===== config.mk =====
export PLATFORM = sky130hd
export DESIGN_NAME = xbar_cell_bank
export DESIGN_NICKNAME = d
export VERILOG_FILES = /design/src/rtl/xbar_pkg.sv /design/src/rtl/xbar_ctrl.sv /design/src/rtl/xbar_cells.sv /design/src/rtl/xbar_cell_bank.sv
export SDC_FILE = /design/constraint.sdc
export NUM_CORES = 1
export LEC_CHECK = 0
export ABC_AREA = 1
export BUFFER_PORTS_ARGS = -buffer_cell sky130_fd_sc_hd__buf_2
export CAP_MARGIN = 40
export CORE_MARGIN = 8
export CORE_UTILIZATION = 35
export DETAILED_ROUTE_END_ITERATION = 8
export GPL_ROUTABILITY_DRIVEN = 1
export GPL_TIMING_DRIVEN = 0
export MAX_ROUTING_LAYER = met4
export PLACE_DENSITY_LB_ADDON = 0.12
export SLEW_MARGIN = 0
export SYNTH_ARGS = -nofsm -noshare
export SYNTH_HDL_FRONTEND = slang
export SYNTH_SLANG_ARGS = --single-unit

===== constraint.sdc =====
create_clock -name clk -period 3.8 [get_ports clk]
set_input_delay 0.19 -clock clk [delete_from_list [all_inputs] [get_ports clk]]
set_output_delay 0.19 -clock clk [all_outputs]
set_load 0.01 [all_outputs]

===== src/rtl/xbar_pkg.sv =====
package xbar_pkg;

  // Default geometry of the crosspoint bank
  localparam int ROW_COUNT  = 12;
  localparam int COL_COUNT  = 8;
  localparam int ROW_ADDR_W = 4;
  localparam int COL_ADDR_W = 3;
  localparam int LOW_W      = 3;   // offset bits within one row bank

  localparam int BANK_COUNT = 2 ** (ROW_ADDR_W - LOW_W);
  localparam int BANK_ROWS  = ROW_COUNT / BANK_COUNT;
  localparam int CELL_COUNT = ROW_COUNT * COL_COUNT;
  localparam int ROW_IDX_W  = $clog2(ROW_COUNT);
  localparam int CELL_IDX_W = $clog2(CELL_COUNT);

  // Strobes handed from the address decoder to the cell bank
  typedef struct packed {
    logic                  writeEn;
    logic [ROW_IDX_W-1:0]  rowSel;
    logic [COL_ADDR_W-1:0] colSel;
    logic                  dataBit;
  } cellCmd_t;

endpackage


===== src/rtl/xbar_ctrl.sv =====
module xbar_ctrl
  import xbar_pkg::*;
#(
  parameter int ROW_AW   = ROW_ADDR_W,
  parameter int COL_AW   = COL_ADDR_W,
  parameter int OFFS_W   = LOW_W,
  parameter int PER_BANK = BANK_ROWS
) (
  input  logic              clearIn,
  input  logic [ROW_AW-1:0] rowAddr,
  input  logic [COL_AW-1:0] colAddr,
  input  logic              dataIn,
  input  logic              strobeIn,
  output cellCmd_t          cmd
);

  localparam int BANK_W = ROW_AW - OFFS_W;

  logic [OFFS_W-1:0] offsetPart;
  logic [BANK_W-1:0] bankPart;
  logic              rowHit;
  logic [ROW_IDX_W-1:0] rowLinear;

  always_comb begin
    offsetPart = rowAddr[OFFS_W-1:0];
    bankPart   = rowAddr[ROW_AW-1:OFFS_W];
    // offsets past the rows of one bank are holes
    rowHit     = (offsetPart < OFFS_W'(PER_BANK));
    rowLinear  = ROW_IDX_W'(bankPart) * ROW_IDX_W'(PER_BANK)
               + ROW_IDX_W'(offsetPart);
  end

  always_comb begin
    cmd.writeEn = strobeIn & rowHit & ~clearIn;   // clear dominates
    cmd.rowSel  = rowLinear;
    cmd.colSel  = colAddr;
    cmd.dataBit = dataIn;
  end

endmodule


===== src/rtl/xbar_cells.sv =====
module xbar_cells
  import xbar_pkg::*;
#(
  parameter int NUM_ROWS = ROW_COUNT,
  parameter int NUM_COLS = COL_COUNT
) (
  input  logic                         clk,
  input  logic                         clearIn,
  input  cellCmd_t                     cmd,
  output logic [NUM_ROWS*NUM_COLS-1:0] cellState
);

  localparam int NUM_CELLS = NUM_ROWS * NUM_COLS;
  localparam int IDX_W     = $clog2(NUM_CELLS);

  logic [NUM_ROWS-1:0] rowOneHot;
  logic [NUM_COLS-1:0] colOneHot;

  // Split row/column decode, combined per cell below
  genvar r, c;
  generate
    for (r = 0; r < NUM_ROWS; r++) begin : gRowDec
      assign rowOneHot[r] = cmd.writeEn && (cmd.rowSel == ROW_IDX_W'(r));
    end
    for (c = 0; c < NUM_COLS; c++) begin : gColDec
      assign colOneHot[c] = (cmd.colSel == COL_ADDR_W'(c));
    end

    for (c = 0; c < NUM_COLS; c++) begin : gCol
      for (r = 0; r < NUM_ROWS; r++) begin : gRow
        logic cellQ;
        logic cellHit;
        assign cellHit = rowOneHot[r] & colOneHot[c];
        // latch modelled as a register sampled by the fast clock
        always_ff @(posedge clk or posedge clearIn) begin
          if (clearIn)      cellQ <= 1'b0;
          else if (cellHit) cellQ <= cmd.dataBit;
        end
        assign cellState[c*NUM_ROWS + r] = cellQ;
      end
    end
  endgenerate

  logic [IDX_W-1:0] writeIdx;
  assign writeIdx = IDX_W'(cmd.colSel) * IDX_W'(NUM_ROWS) + IDX_W'(cmd.rowSel);

  // a strobed cell holds the sampled data bit after the edge
  assert_write_lands_R3: assert property (@(posedge clk) disable iff (clearIn)
    $past(cmd.writeEn) |-> cellState[$past(writeIdx)] == $past(cmd.dataBit));

  // no more than one cell moves per clock
  assert_single_cell_R5: assert property (@(posedge clk) disable iff (clearIn)
    $countones(cellState ^ $past(cellState)) <= 1);

  // without a write strobe the bank is frozen
  assert_hold_idle_R6: assert property (@(posedge clk) disable iff (clearIn)
    !$past(cmd.writeEn) |-> cellState == $past(cellState));

  // a clear seen at one edge leaves the bank empty at the next
  assert_clear_empties_R7: assert property (@(posedge clk) disable iff (clearIn)
    $past(clearIn) |-> cellState == '0);

endmodule


===== src/rtl/xbar_cell_bank.sv =====
module xbar_cell_bank
  import xbar_pkg::*;
(
  input  logic                  clk,
  input  logic                  clearIn,
  input  logic [ROW_ADDR_W-1:0] rowAddr,
  input  logic [COL_ADDR_W-1:0] colAddr,
  input  logic                  dataIn,
  input  logic                  strobeIn,
  output logic [CELL_COUNT-1:0] switchOn
);

  cellCmd_t cmd;

  xbar_ctrl #(
    .ROW_AW  (ROW_ADDR_W),
    .COL_AW  (COL_ADDR_W),
    .OFFS_W  (LOW_W),
    .PER_BANK(BANK_ROWS)
  ) uCtrl (
    .clearIn (clearIn),
    .rowAddr (rowAddr),
    .colAddr (colAddr),
    .dataIn  (dataIn),
    .strobeIn(strobeIn),
    .cmd     (cmd)
  );

  xbar_cells #(
    .NUM_ROWS(ROW_COUNT),
    .NUM_COLS(COL_COUNT)
  ) uCells (
    .clk      (clk),
    .clearIn  (clearIn),
    .cmd      (cmd),
    .cellState(switchOn)
  );

  // a strobe on a hole row code changes nothing
  assert_hole_inert_R2: assert property (@(posedge clk) disable iff (clearIn)
    ($past(strobeIn) && ($past(rowAddr[LOW_W-1:0]) >= LOW_W'(BANK_ROWS)))
      |-> switchOn == $past(switchOn));

endmodule


==> metrics.csv <==
metric;value;unit
worst hold path class;in2reg;
flops & latches, synth;96;
HPWL Detailed;12300;um
critical path, cell by cell;dlygate4sd3_1, buf_2, inv_4, buf_16, nand2_1, nor2_2, buf_2, nand3_1, nand2_1, nand2_1;
hold_buf cts;1;
clock-pin slew on the worst setup and hold paths;0.07;ns
Ports;107;
r2r worst-path depth;2;
Initial Utilization;35.3;%
Gate power share;15.7;%
Clock Latency Late Sink;0.35;ns
Clk pwr share;38.6;%
max FFs per register;96;
global-route wire length before repair;26700;um
CTS tree;built;
vias in the first global route;4777;
met2 Use GR;27.5;%
core area;15700;um2
Routed Antenna Nets;0;
crit path capture type;flop;
Min Clock Period, post-route;2.49;ns
worst slew pin tran;0.800;ns
pin count of the biggest net entering global routing;66;
# Max-Cap Violations;0;
biggest regs;uCells.gCol.gRow.cellQ (96);
Crit Path Class;in2reg;
layout cells sized above 1;36.4;%
row count;46;
Die X;142;um
DRT Pass-1 Iters;5;
GR Layer Usage met1;23.1;%
count of final setup violators;0;
pre-CTS WS;1.46;ns
Netlist cell types;20;
area leader, netlist;dfrtp_1;
global placement routability congestion;0.833;
pwr dens;361;nW/um2
syn avg cell area;8.05;um2
DRC violations left;0;
Setup TNS;0;ns
worst-path fanout max;65;
PostCTS Resize Cnt;0;
Mapped Cells;690;
1st-iter DRT viols;498;
Antenna diodes;0;
top cells by area, synth;dfrtp_1 (43%), nand2_1 (16%), nand3_1 (15%);
Largest Register;uCells.gCol.gRow.cellQ;
Clock Skew;0;ns
final WL;16800;um
Slew Limit Fails;0;
Max IR drop VDD;0.198;mV
maximum clock rate;0.401;GHz
wire per inst;16.3;um
Post-CTS Repair Setup Buffers;0;
total clock sinks;96;
global route total overflow;0;
Worst Setup Start Kind;input port;
htree depth;3;
Syn Nets;704;
Area Overhead vs Synth;20.5;%
WP depth;10;
CP top delay family;buffers and inverters;
commonest non-fill, non-tap cell in the layout;nand2_1;
LEAKAGE;3.75;nW
hold slack;0.334;ns
Layout Nets;822;
WP buf/inv;5;
switching share of power;27.4;%
DIE HEIGHT;142;um
quantity of I/O buffers inserted on ports;105;
cts bufs inserted;9;
via/cell ratio;4.69;
vias post-DR;4830;
sequential share of the synthesized area;43.3;%
mapped cell area;5550;um2
Critical Path Max Stage Delay;0.53;ns
Final Cycle Share;65.6;%
share of the synthesized area in the top cell type;43.3;%
Final WS setup;1.31;ns
Int Power;0.00175;W
slowest CP cell;dlygate4sd3_1;
sequential share of power;45.8;%
RSZ-0062 raised after global routing;false;
Root Buffer;clkbuf_16;
GR peak layer;met2;
Switch Pwr;0.000661;W
aggregate global-route resource usage;17.6;%
Ys Warns;0;
full die area;20200;um2
Critical Path RT;4.04;ns
antenna violations before repair;0;
Fin. Hold Viols;0;
Max-slew headroom;46.5;%
most frequent cells in the layout;nand2_1 (233), nand3_1 (169), buf_2 (128);
GR Util met3;2.52;%
CP arrival;2.73;ns
status;finished clean;
most used cell, CP;nand2_1;
hold depth;5;
Clock Path Buffers;2;
[through the flow]
step / utilization, % / power (W) / instances / instance area (um2)
floorplan: - / 0.00137 / 690 / 5550
global placement: 40.4 / 0.00150 / 1011 / 6350
detailed placement: 40.6 / 0.00151 / 1012 / 6380
CTS: 42.6 / 0.00243 / 1029 / 6690
global route: 42.6 / 0.00252 / 1029 / 6690
finish: 42.6 / 0.00241 / 1029 / 6690
[worst min-delay path: cells and delay by family]
| kind | cells | cell delay (ns) |
|---|---|---|
| and+or+nand+nor | 4 | 0.29 |
| buffers and inverters | 1 | 0.18 |
[cells by family (layout without fill, tap and decap cells)]
logic type / Yosys count / in the layout / synth area share (%)
buffers and inverters: 147 / 270 / 18.5
flip-flops: 96 / 96 / 43.3
AND/OR/NAND/NOR: 444 / 444 / 37.4
adder cells (fa/ha/maj): 3 / 3 / 0.811
[synth_stat cells]
| cell | count |
|---|---|
| nand3_4 | 1 |
| nor2_1 | 6 |
| inv_4 | 1 |
| nand3_2 | 1 |
| nand2_1 | 233 |
| nand3_1 | 169 |
| dfrtp_1 | 96 |
| clkinv_2 | 1 |
| clkbuf_1 | 1 |
| inv_1 | 8 |
| buf_6 | 8 |
| nor2_2 | 11 |
| ha_1 | 2 |
| buf_4 | 102 |
| inv_2 | 3 |
| buf_2 | 23 |
| nand2_2 | 4 |
| fa_1 | 1 |
| nor2_4 | 18 |
| nand2_4 | 1 |
[path summary, 6_finish.rpt]
path	start	end	slack [ns]
max	clearIn	uCells.gCol[4].gRow[4].cellQ	1.31
min	colAddr[2]	uCells.gCol[3].gRow[10].cellQ	0.33
max reg2reg	uCells.gCol[7].gRow[6].cellQ	uCells.gCol[7].gRow[6].cellQ	3.15
min reg2reg	uCells.gCol[2].gRow[2].cellQ	uCells.gCol[2].gRow[2].cellQ	0.47
max in group asynchronous	clearIn	uCells.gCol[1].gRow[6].cellQ	2.71
min in group asynchronous	clearIn	uCells.gCol[5].gRow[9].cellQ	0.41
[per-layer routing]
layer  vias up  wire, um
met5         -         0
met4         0       260
met3        18       762
met2       155      8000
met1      2305      7760
li1       2352         -
[power groups by stage]
stage / Clock, W / Sequential, W / Combinational [W]
4_1_cts: 0.000945 / 0.00110 / 0.000384
3_5_place_dp: 0 / 0.00112 / 0.000382
3_3_place_gp: 0 / 0.00112 / 0.000372
2_1_floorplan: 0 / 0.00111 / 0.000261
5_1_grt: 0.000988 / 0.00111 / 0.000420
6_report: 0.000931 / 0.00110 / 0.000378
[cell type report]
class | instances | area, um2
fillers | 1623 | 9020
flip-flops and latches | 96 | 2400
multi-input cells | 447 | 2120
plain buffers | 134 | 975
repair buffers | 107 | 563
clock buffers | 14 | 294
well taps | 216 | 270
inverters | 13 | 55.1
clock inverters | 2 | 10.0
Note: power is estimated with default switching activity, not from simulation.
